<file path="src/rtl/irq_dispatch_pkg.sv">
package irq_dispatch_pkg;
  typedef enum logic [1:0] {
    PH_IDLE = 2'd0,
    PH_CALL = 2'd1,
    PH_JUMP = 2'd2
  } phase_t;

  // Strobes from control to datapath
  typedef struct packed {
    logic take;  // dispatch starts at the end of this cycle
    logic busy;  // call or jump phase active
  } ctrlStrobe_t;
endpackage

</file>
<file path="src/rtl/irq_dispatch_dp.sv">
module irq_dispatch_dp
  import irq_dispatch_pkg::*;
#(
  parameter int NUM_SRC    = 12,
  parameter int ADDR_W     = 16,
  parameter int SLOT_BYTES = 2,
  parameter int LEN_W      = 4
) (
  input  logic               clk,
  input  logic               rstN,
  input  logic [NUM_SRC-1:0] srcReq,
  input  logic [NUM_SRC-1:0] srcEn,
  input  logic               instStart,
  input  logic [LEN_W-1:0]   instCycles,
  input  ctrlStrobe_t        ctrl,
  output logic               boundary,
  output logic               anyReady,
  output logic [ADDR_W-1:0]  vecAddr,
  output logic [NUM_SRC-1:0] srcAck
);
  localparam int IDX_W = (NUM_SRC > 1) ? $clog2(NUM_SRC) : 1;

  logic [NUM_SRC-1:0] pendQ, pendD, ready, pickOh;
  logic [IDX_W-1:0]   pickIdx;
  logic [LEN_W-1:0]   remCnt;
  logic               found;

  // Same-cycle requests take part in the boundary decision
  assign ready    = (pendQ | srcReq) & srcEn;
  assign anyReady = |ready;

  // Lowest index wins
  always_comb begin
    pickOh  = '0;
    pickIdx = '0;
    found   = 1'b0;
    for (int i = 0; i < NUM_SRC; i++) begin
      if (ready[i] && !found) begin
        pickOh[i] = 1'b1;
        pickIdx   = IDX_W'(i);
        found     = 1'b1;
      end
    end
  end

  // Pending latches: set by a pulse, cleared only when dispatched
  for (genvar g = 0; g < NUM_SRC; g++) begin : gPend
    assign pendD[g] = (pendQ[g] | srcReq[g]) & ~(ctrl.take & pickOh[g]);
  end

  // Last cycle of the current instruction
  assign boundary = (!ctrl.busy && instStart && instCycles == LEN_W'(1)) ||
                    (remCnt == LEN_W'(1));

  always_ff @(posedge clk or negedge rstN) begin
    if (!rstN) begin
      pendQ   <= '0;
      remCnt  <= '0;
      vecAddr <= '0;
      srcAck  <= '0;
    end else begin
      pendQ  <= pendD;
      srcAck <= ctrl.take ? pickOh : '0;
      if (ctrl.take)
        vecAddr <= ADDR_W'((int'(pickIdx) + 1) * SLOT_BYTES);
      if (ctrl.busy)
        remCnt <= '0;
      else if (instStart)
        remCnt <= (instCycles == '0) ? '0 : instCycles - LEN_W'(1);
      else if (remCnt != '0)
        remCnt <= remCnt - LEN_W'(1);
    end
  end

  AST_ACK_ONEHOT: assert property (@(posedge clk) disable iff (!rstN)
    $onehot0(srcAck));
  AST_ACK_ENABLED: assert property (@(posedge clk) disable iff (!rstN)
    (srcAck != '0) |-> ((srcAck & $past(srcEn)) == srcAck));
  AST_VEC_STABLE: assert property (@(posedge clk) disable iff (!rstN)
    (ctrl.busy && $past(ctrl.busy)) |-> $stable(vecAddr));
  AST_VEC_SLOT: assert property (@(posedge clk) disable iff (!rstN)
    (vecAddr % SLOT_BYTES == 0) && (vecAddr <= ADDR_W'(NUM_SRC * SLOT_BYTES)));
endmodule

</file>
<file path="src/rtl/irq_dispatch_ctrl.sv">
module irq_dispatch_ctrl
  import irq_dispatch_pkg::*;
#(
  parameter int CALL_CYC = 10,
  parameter int JUMP_CYC = 5
) (
  input  logic        clk,
  input  logic        rstN,
  input  logic        boundary,
  input  logic        anyReady,
  input  logic        gieSet,
  output ctrlStrobe_t ctrl,
  output logic        firstInstr
);
  localparam int MAX_PH = (CALL_CYC > JUMP_CYC) ? CALL_CYC : JUMP_CYC;
  localparam int CNT_W  = $clog2(MAX_PH + 1);

  phase_t           phase;
  logic [CNT_W-1:0] cnt;
  logic             gieQ;
  logic             callLast, jumpLast;

  assign callLast  = (cnt == CNT_W'(CALL_CYC - 1));
  assign jumpLast  = (cnt == CNT_W'(JUMP_CYC - 1));
  assign ctrl.busy = (phase != PH_IDLE);
  assign ctrl.take = (phase == PH_IDLE) && boundary && gieQ && anyReady;

  always_ff @(posedge clk or negedge rstN) begin
    if (!rstN) begin
      phase      <= PH_IDLE;
      cnt        <= '0;
      gieQ       <= 1'b0;
      firstInstr <= 1'b1;  // reset vector entry
    end else begin
      firstInstr <= (phase == PH_JUMP) && jumpLast;
      if (ctrl.take)      gieQ <= 1'b0;
      else if (gieSet)    gieQ <= 1'b1;
      case (phase)
        PH_IDLE: if (ctrl.take) begin
          phase <= PH_CALL;
          cnt   <= '0;
        end
        PH_CALL: if (callLast) begin
          phase <= PH_JUMP;
          cnt   <= '0;
        end else cnt <= cnt + CNT_W'(1);
        PH_JUMP: if (jumpLast) begin
          phase <= PH_IDLE;
          cnt   <= '0;
        end else cnt <= cnt + CNT_W'(1);
        default: phase <= PH_IDLE;
      endcase
    end
  end

  AST_TAKE_BUSY: assert property (@(posedge clk) disable iff (!rstN)
    ctrl.take |=> ctrl.busy);
  AST_GIE_DROPS: assert property (@(posedge clk) disable iff (!rstN)
    ctrl.take |=> !gieQ);
  AST_FIRST_AFTER_JUMP: assert property (@(posedge clk) disable iff (!rstN)
    $rose(firstInstr) |-> $past(ctrl.busy));
  AST_FIRST_ONE_CYCLE: assert property (@(posedge clk) disable iff (!rstN)
    (firstInstr && $past(ctrl.busy)) |=> !firstInstr);
endmodule

</file>
<file path="src/rtl/irq_dispatch.sv">
module irq_dispatch
  import irq_dispatch_pkg::*;
#(
  parameter int NUM_SRC    = 12,
  parameter int ADDR_W     = 16,
  parameter int SLOT_BYTES = 2,
  parameter int LEN_W      = 4,
  parameter int CALL_CYC   = 10,
  parameter int JUMP_CYC   = 5
) (
  input  logic               clk,
  input  logic               rstN,
  input  logic [NUM_SRC-1:0] srcReq,
  input  logic [NUM_SRC-1:0] srcEn,
  input  logic               gieSet,
  input  logic               instStart,
  input  logic [LEN_W-1:0]   instCycles,
  output logic [ADDR_W-1:0]  vecAddr,
  output logic               busy,
  output logic               firstInstr,
  output logic [NUM_SRC-1:0] srcAck
);
  ctrlStrobe_t ctrl;
  logic        boundary, anyReady;

  irq_dispatch_dp #(
    .NUM_SRC(NUM_SRC), .ADDR_W(ADDR_W), .SLOT_BYTES(SLOT_BYTES), .LEN_W(LEN_W)
  ) u_dp (
    .clk(clk), .rstN(rstN), .srcReq(srcReq), .srcEn(srcEn),
    .instStart(instStart), .instCycles(instCycles), .ctrl(ctrl),
    .boundary(boundary), .anyReady(anyReady), .vecAddr(vecAddr), .srcAck(srcAck)
  );

  irq_dispatch_ctrl #(
    .CALL_CYC(CALL_CYC), .JUMP_CYC(JUMP_CYC)
  ) u_ctrl (
    .clk(clk), .rstN(rstN), .boundary(boundary), .anyReady(anyReady),
    .gieSet(gieSet), .ctrl(ctrl), .firstInstr(firstInstr)
  );

  assign busy = ctrl.busy;
endmodule

</file>
<file path="config.mk">
export PLATFORM = sky130hd
export DESIGN_NAME = irq_dispatch
export DESIGN_NICKNAME = d
export VERILOG_FILES = /design/src/rtl/irq_dispatch_pkg.sv /design/src/rtl/irq_dispatch_dp.sv /design/src/rtl/irq_dispatch_ctrl.sv /design/src/rtl/irq_dispatch.sv
export SDC_FILE = /design/constraint.sdc
export NUM_CORES = 1
export LEC_CHECK = 0
export ABC_AREA = 1
export BUFFER_PORTS_ARGS = -buffer_cell sky130_fd_sc_hd__buf_4
export CAP_MARGIN = 20
export CORE_ASPECT_RATIO = 0.7
export CORE_MARGIN = 2
export CORE_UTILIZATION = 52
export CTS_BUF_LIST = sky130_fd_sc_hd__clkbuf_16
export DETAILED_ROUTE_END_ITERATION = 12
export GPL_ROUTABILITY_DRIVEN = 0
export HOLD_SLACK_MARGIN = 0.02
export PLACE_DENSITY = 0.88
export SLEW_MARGIN = 15
export SYNTH_ARGS = -nofsm -noshare
export SYNTH_HDL_FRONTEND = slang
export SYNTH_HIERARCHICAL = 1
export SYNTH_SLANG_ARGS = --single-unit
</file>
<file path="constraint.sdc">
create_clock -name clk -period 2.7 [get_ports clk]
set_clock_uncertainty 0.2 [all_clocks]
set_input_delay 0 -clock clk [delete_from_list [all_inputs] [get_ports clk]]
set_output_delay 0 -clock clk [all_outputs]
set_load 0.01 [all_outputs]
</file>
==> impl_metrics.csv <==
group,metric,value,unit
hold_path,hp-class,"in2reg",
finish,final_layout_size_suffix_gt1_share,24.51,%
global_routing,grt_pass1_vias,2058,
setup_path,required,2720,ps
setup_path,start_kind,"input pin",
setup_path,cp-startpoint,"srcReq[7]",
die,die_area,4918,um2
hold_path,hold_start,"instCycles[1]",
timing,finalCritPeriodShare,94.82,%
setup_path,ff2ff_path_depth,12,
die,start_util,53.04,%
timing,tns,0,ps
power_and_ir_drop,p_total,2187,uW
synth,ys_seq_area_share,45.26,%
die,boundaryPins,62,
power_and_ir_drop,p_leak,0.001545,uW
route,wirelength,6103,um
setup_path,reg2reg_from,"u_dp/pendQ[7]$_DFF_PN0_",
global_routing,grt_pass1_wl,9632,um
timing,slew_viol_final,0,
timing,setup_viol,0,
synth,yosysUniqueCellTypes,37,
setup_path,crit_buf_inv,7,
route,post-route-drc-count,0,
clock_network,cts_sinks,41,
power_and_ir_drop,peakVddDrop,385.6,uV
clock_network,cts-root-buf,"clkbuf_16",
clock_network,cts_buffer_depth,2,
timing,hold_violations,0,
finish,syn_to_final_growth,38.48,%
hold_path,min_to,"u_dp/remCnt[1]$_DFFE_PN0P_",
clock_network,clk_latency,280,ps
route,antenna_left,0,
timing,slew_headroom,65.64,%
die,core_area,4279,um2
clock_network,htree_levels,2,
route,post_drt_wl_per_cell,14.74,um
setup_path,criticalPathCategory,"in2reg",
die,die_y,59.28,um
setup_path,r2r-end,"u_dp/pendQ[7]$_DFF_PN0_",
route,drtIter0Drc,173,
outcome,status,"completed",
setup_path,crit_fanout,12,
synth,yosysWarningCount,6,
die,die_x,82.97,um
die,rows,20,
finish,layout.nets,401,
power_and_ir_drop,powerDensity,695.7,nW/um2
synth,netlist_area,2270,um2
synth,avgSynthCellArea,8.437,um2
timing,rsz0062_at_grt,"no",
finish,antenna_cells,0,
run,cap_violations,0,
global_routing,grt_max_degree,42,
synth,netlist_instances,269,
setup_path,cpMaxStageDelayCell,"dlygate4sd3_1",
setup_path,end_kind,"flip-flop",
setup_path,critPathTopFamily,"buffers and inverters",
route,detail_route.first_pass.iterations,7,
setup_path,r2r_slack,140,ps
placement,numPortBuffers,50,
route,vias,2176,
global_routing,grt_overflow,0,
timing,tightest_slew,515.5,ps
route,vias_per_cell,5.256,
setup_path,worstPathArrival,2580,ps
setup_path,crit_chain,"dlygate4sd3_1 -> buf_4 -> o21ai_0 -> nand2_1 -> nor3_2 -> nand2_1 -> clkinv_1 -> nand3_1 -> nand4_1 -> inv_2 -> clkinvlp_4 -> buf_4 -> o22ai_1 -> inv_1",
synth,ys_ff_latch,41,
hold_path,hold-path-cell-count,5,
timing,fmax,390.6,MHz
placement,dp_hpwl,3660,um
global_routing,grt_util_all_layers,25.44,%
global_routing,antenna_found_initial,0,
clock_network,cts-buffers-inserted,5,
timing,period_needed,2560,ps
clock_network,cts_tree,"built",
setup_path,cp_slowest_stage_delay,540,ps
clock_network,clk_pin_slew,60,ps
-- timing repair --
| action | CTS | global route |
|---|---|---|
| resized for setup | 0 | 2 |
| endpoints found under the hold margin | 68 | 0 |
| setup endpoints to repair | 0 | 13 |
| setup buffers | 0 | 2 |
| hold buffers | 31 | 0 |
-- report_power, final --
group	switching, uW	total, uW	internal (uW)
registers	71.6	783	712
clock network	222	556	334
logic	505	848	343
total	798	2190	1390
-- kinds of logic after synthesis --
logic type               after synthesis  share of synthesized area, %
AND/OR/NAND/NOR                      120                         25.47
buffers and inverters                 59                         11.58
flip-flops                            41                         45.26
AO/OA/AOI/OAI                         35                         10.70
adder cells (fa/ha/maj)               11                         6.064
XOR/XNOR                               2                        0.7719
other                                  1                        0.1652
-- worst max-delay path by stage --
stage | endpoint | slack, ps | depth (start not counted)
after floorplan | u_dp/pendQ[0]$_DFF_PN0_ | 540 | 12
after global routing | u_dp/pendQ[7]$_DFF_PN0_ | 30 | 11
after global placement | u_dp/pendQ[0]$_DFF_PN0_ | 310 | 12
final | u_dp/pendQ[7]$_DFF_PN0_ | 140 | 14
after detailed placement | u_dp/pendQ[0]$_DFF_PN0_ | 190 | 12
after CTS | u_dp/pendQ[0]$_DFF_PN0_ | 80 | 14
-- metal layers --
metal | wire length (um) | global-route usage, %
met5 | 0 | 0
met4 | 206 | 9.133
met3 | 432 | 5.710
met2 | 3053 | 45.28
met1 | 2412 | 31.26
-- layout by cell type (no fill, tap or decap), types with 3 or more instances in the layout --
master / n
a21oi_1: 4
buf_4: 54
clkbuf_16: 5
clkinv_1: 3
conb_1: 11
dfrtp_1: 40
dlygate4sd3_1: 31
ha_1: 11
inv_1: 39
inv_2: 5
nand2_1: 42
nand2_2: 5
nand3_1: 15
nand4_1: 8
nor2_1: 36
nor3_1: 3
nor3_2: 3
o21ai_0: 12
o21ai_1: 3
o22ai_1: 6
-- area by class of cell --
cell class | instances | area (um2)
clock buffers | 5 | 125.1
clock inverters | 3 | 12.51
fillers | 292 | 1136
inverters | 46 | 176.4
multi-input cells | 179 | 1017
flip-flops and latches | 41 | 1027
well taps | 55 | 68.82
repair buffers | 85 | 715.7
-- flip-flops by register name (all words and copies together) (netlist names) --
signal,flops
u_dp/vecAddr,5
u_ctrl/firstInstr,1
u_dp/srcAck,12
u_dp/pendQ,12
u_dp/remCnt,4
u_ctrl/phase,2
u_ctrl/gieQ,1
u_ctrl/cnt,4
-- stage by stage --
| step | instance area (um2) | instances | setup slack, ps | util, % | hold WS [ps] |
|---|---|---|---|---|---|
| final | 3143 | 414 | 139.9 | 73.45 | 35.57 |
| after global routing | 3143 | 414 | 33.58 | 73.45 | 62.23 |
| after CTS | 3124 | 412 | 81.29 | 73.01 | 31.72 |
| after detailed placement | 2676 | 373 | 193.6 | 62.54 | -188.5 |
| after global placement | 2676 | 373 | 309.5 | 62.54 | -198.5 |
| after floorplan | 2307 | 279 | 539.1 | - | -495.6 |
-- cell usage after synthesis, drive strengths merged --
library cell / n / area, um2
a21oi: 4 / 20.02
a311oi: 1 / 8.760
a31oi: 1 / 6.260
a32o: 1 / 10.01
buf: 11 / 82.58
clkbuf: 2 / 7.510
clkinv: 1 / 3.750
conb: 1 / 3.750
dfrtp: 40 / 1001
dfstp: 1 / 26.28
ha: 11 / 137.6
inv: 45 / 168.9
nand2: 48 / 200.2
nand3: 17 / 95.09
nand4: 9 / 62.56
nor2: 38 / 152.6
nor3: 7 / 61.31
o2111ai: 1 / 8.760
o211ai: 1 / 7.510
o21ai: 19 / 125.1
o21bai: 1 / 18.77
o22ai: 6 / 37.54
or2: 1 / 6.260
xnor2: 1 / 8.760
xor2: 1 / 8.760
-- worst reg2reg max path, cell delays in order (launching register included) --
cell and delay (ps):
dfrtp_1 410, o21ai_0 320, nand2_1 200, nor3_2 290, nand2_1 110, clkinv_1 80, nand3_1 80, nand4_1 120
inv_2 100, clkinvlp_4 180, buf_4 210, o22ai_1 120, inv_1 60
Note: power is estimated with default switching activity, not from simulation.
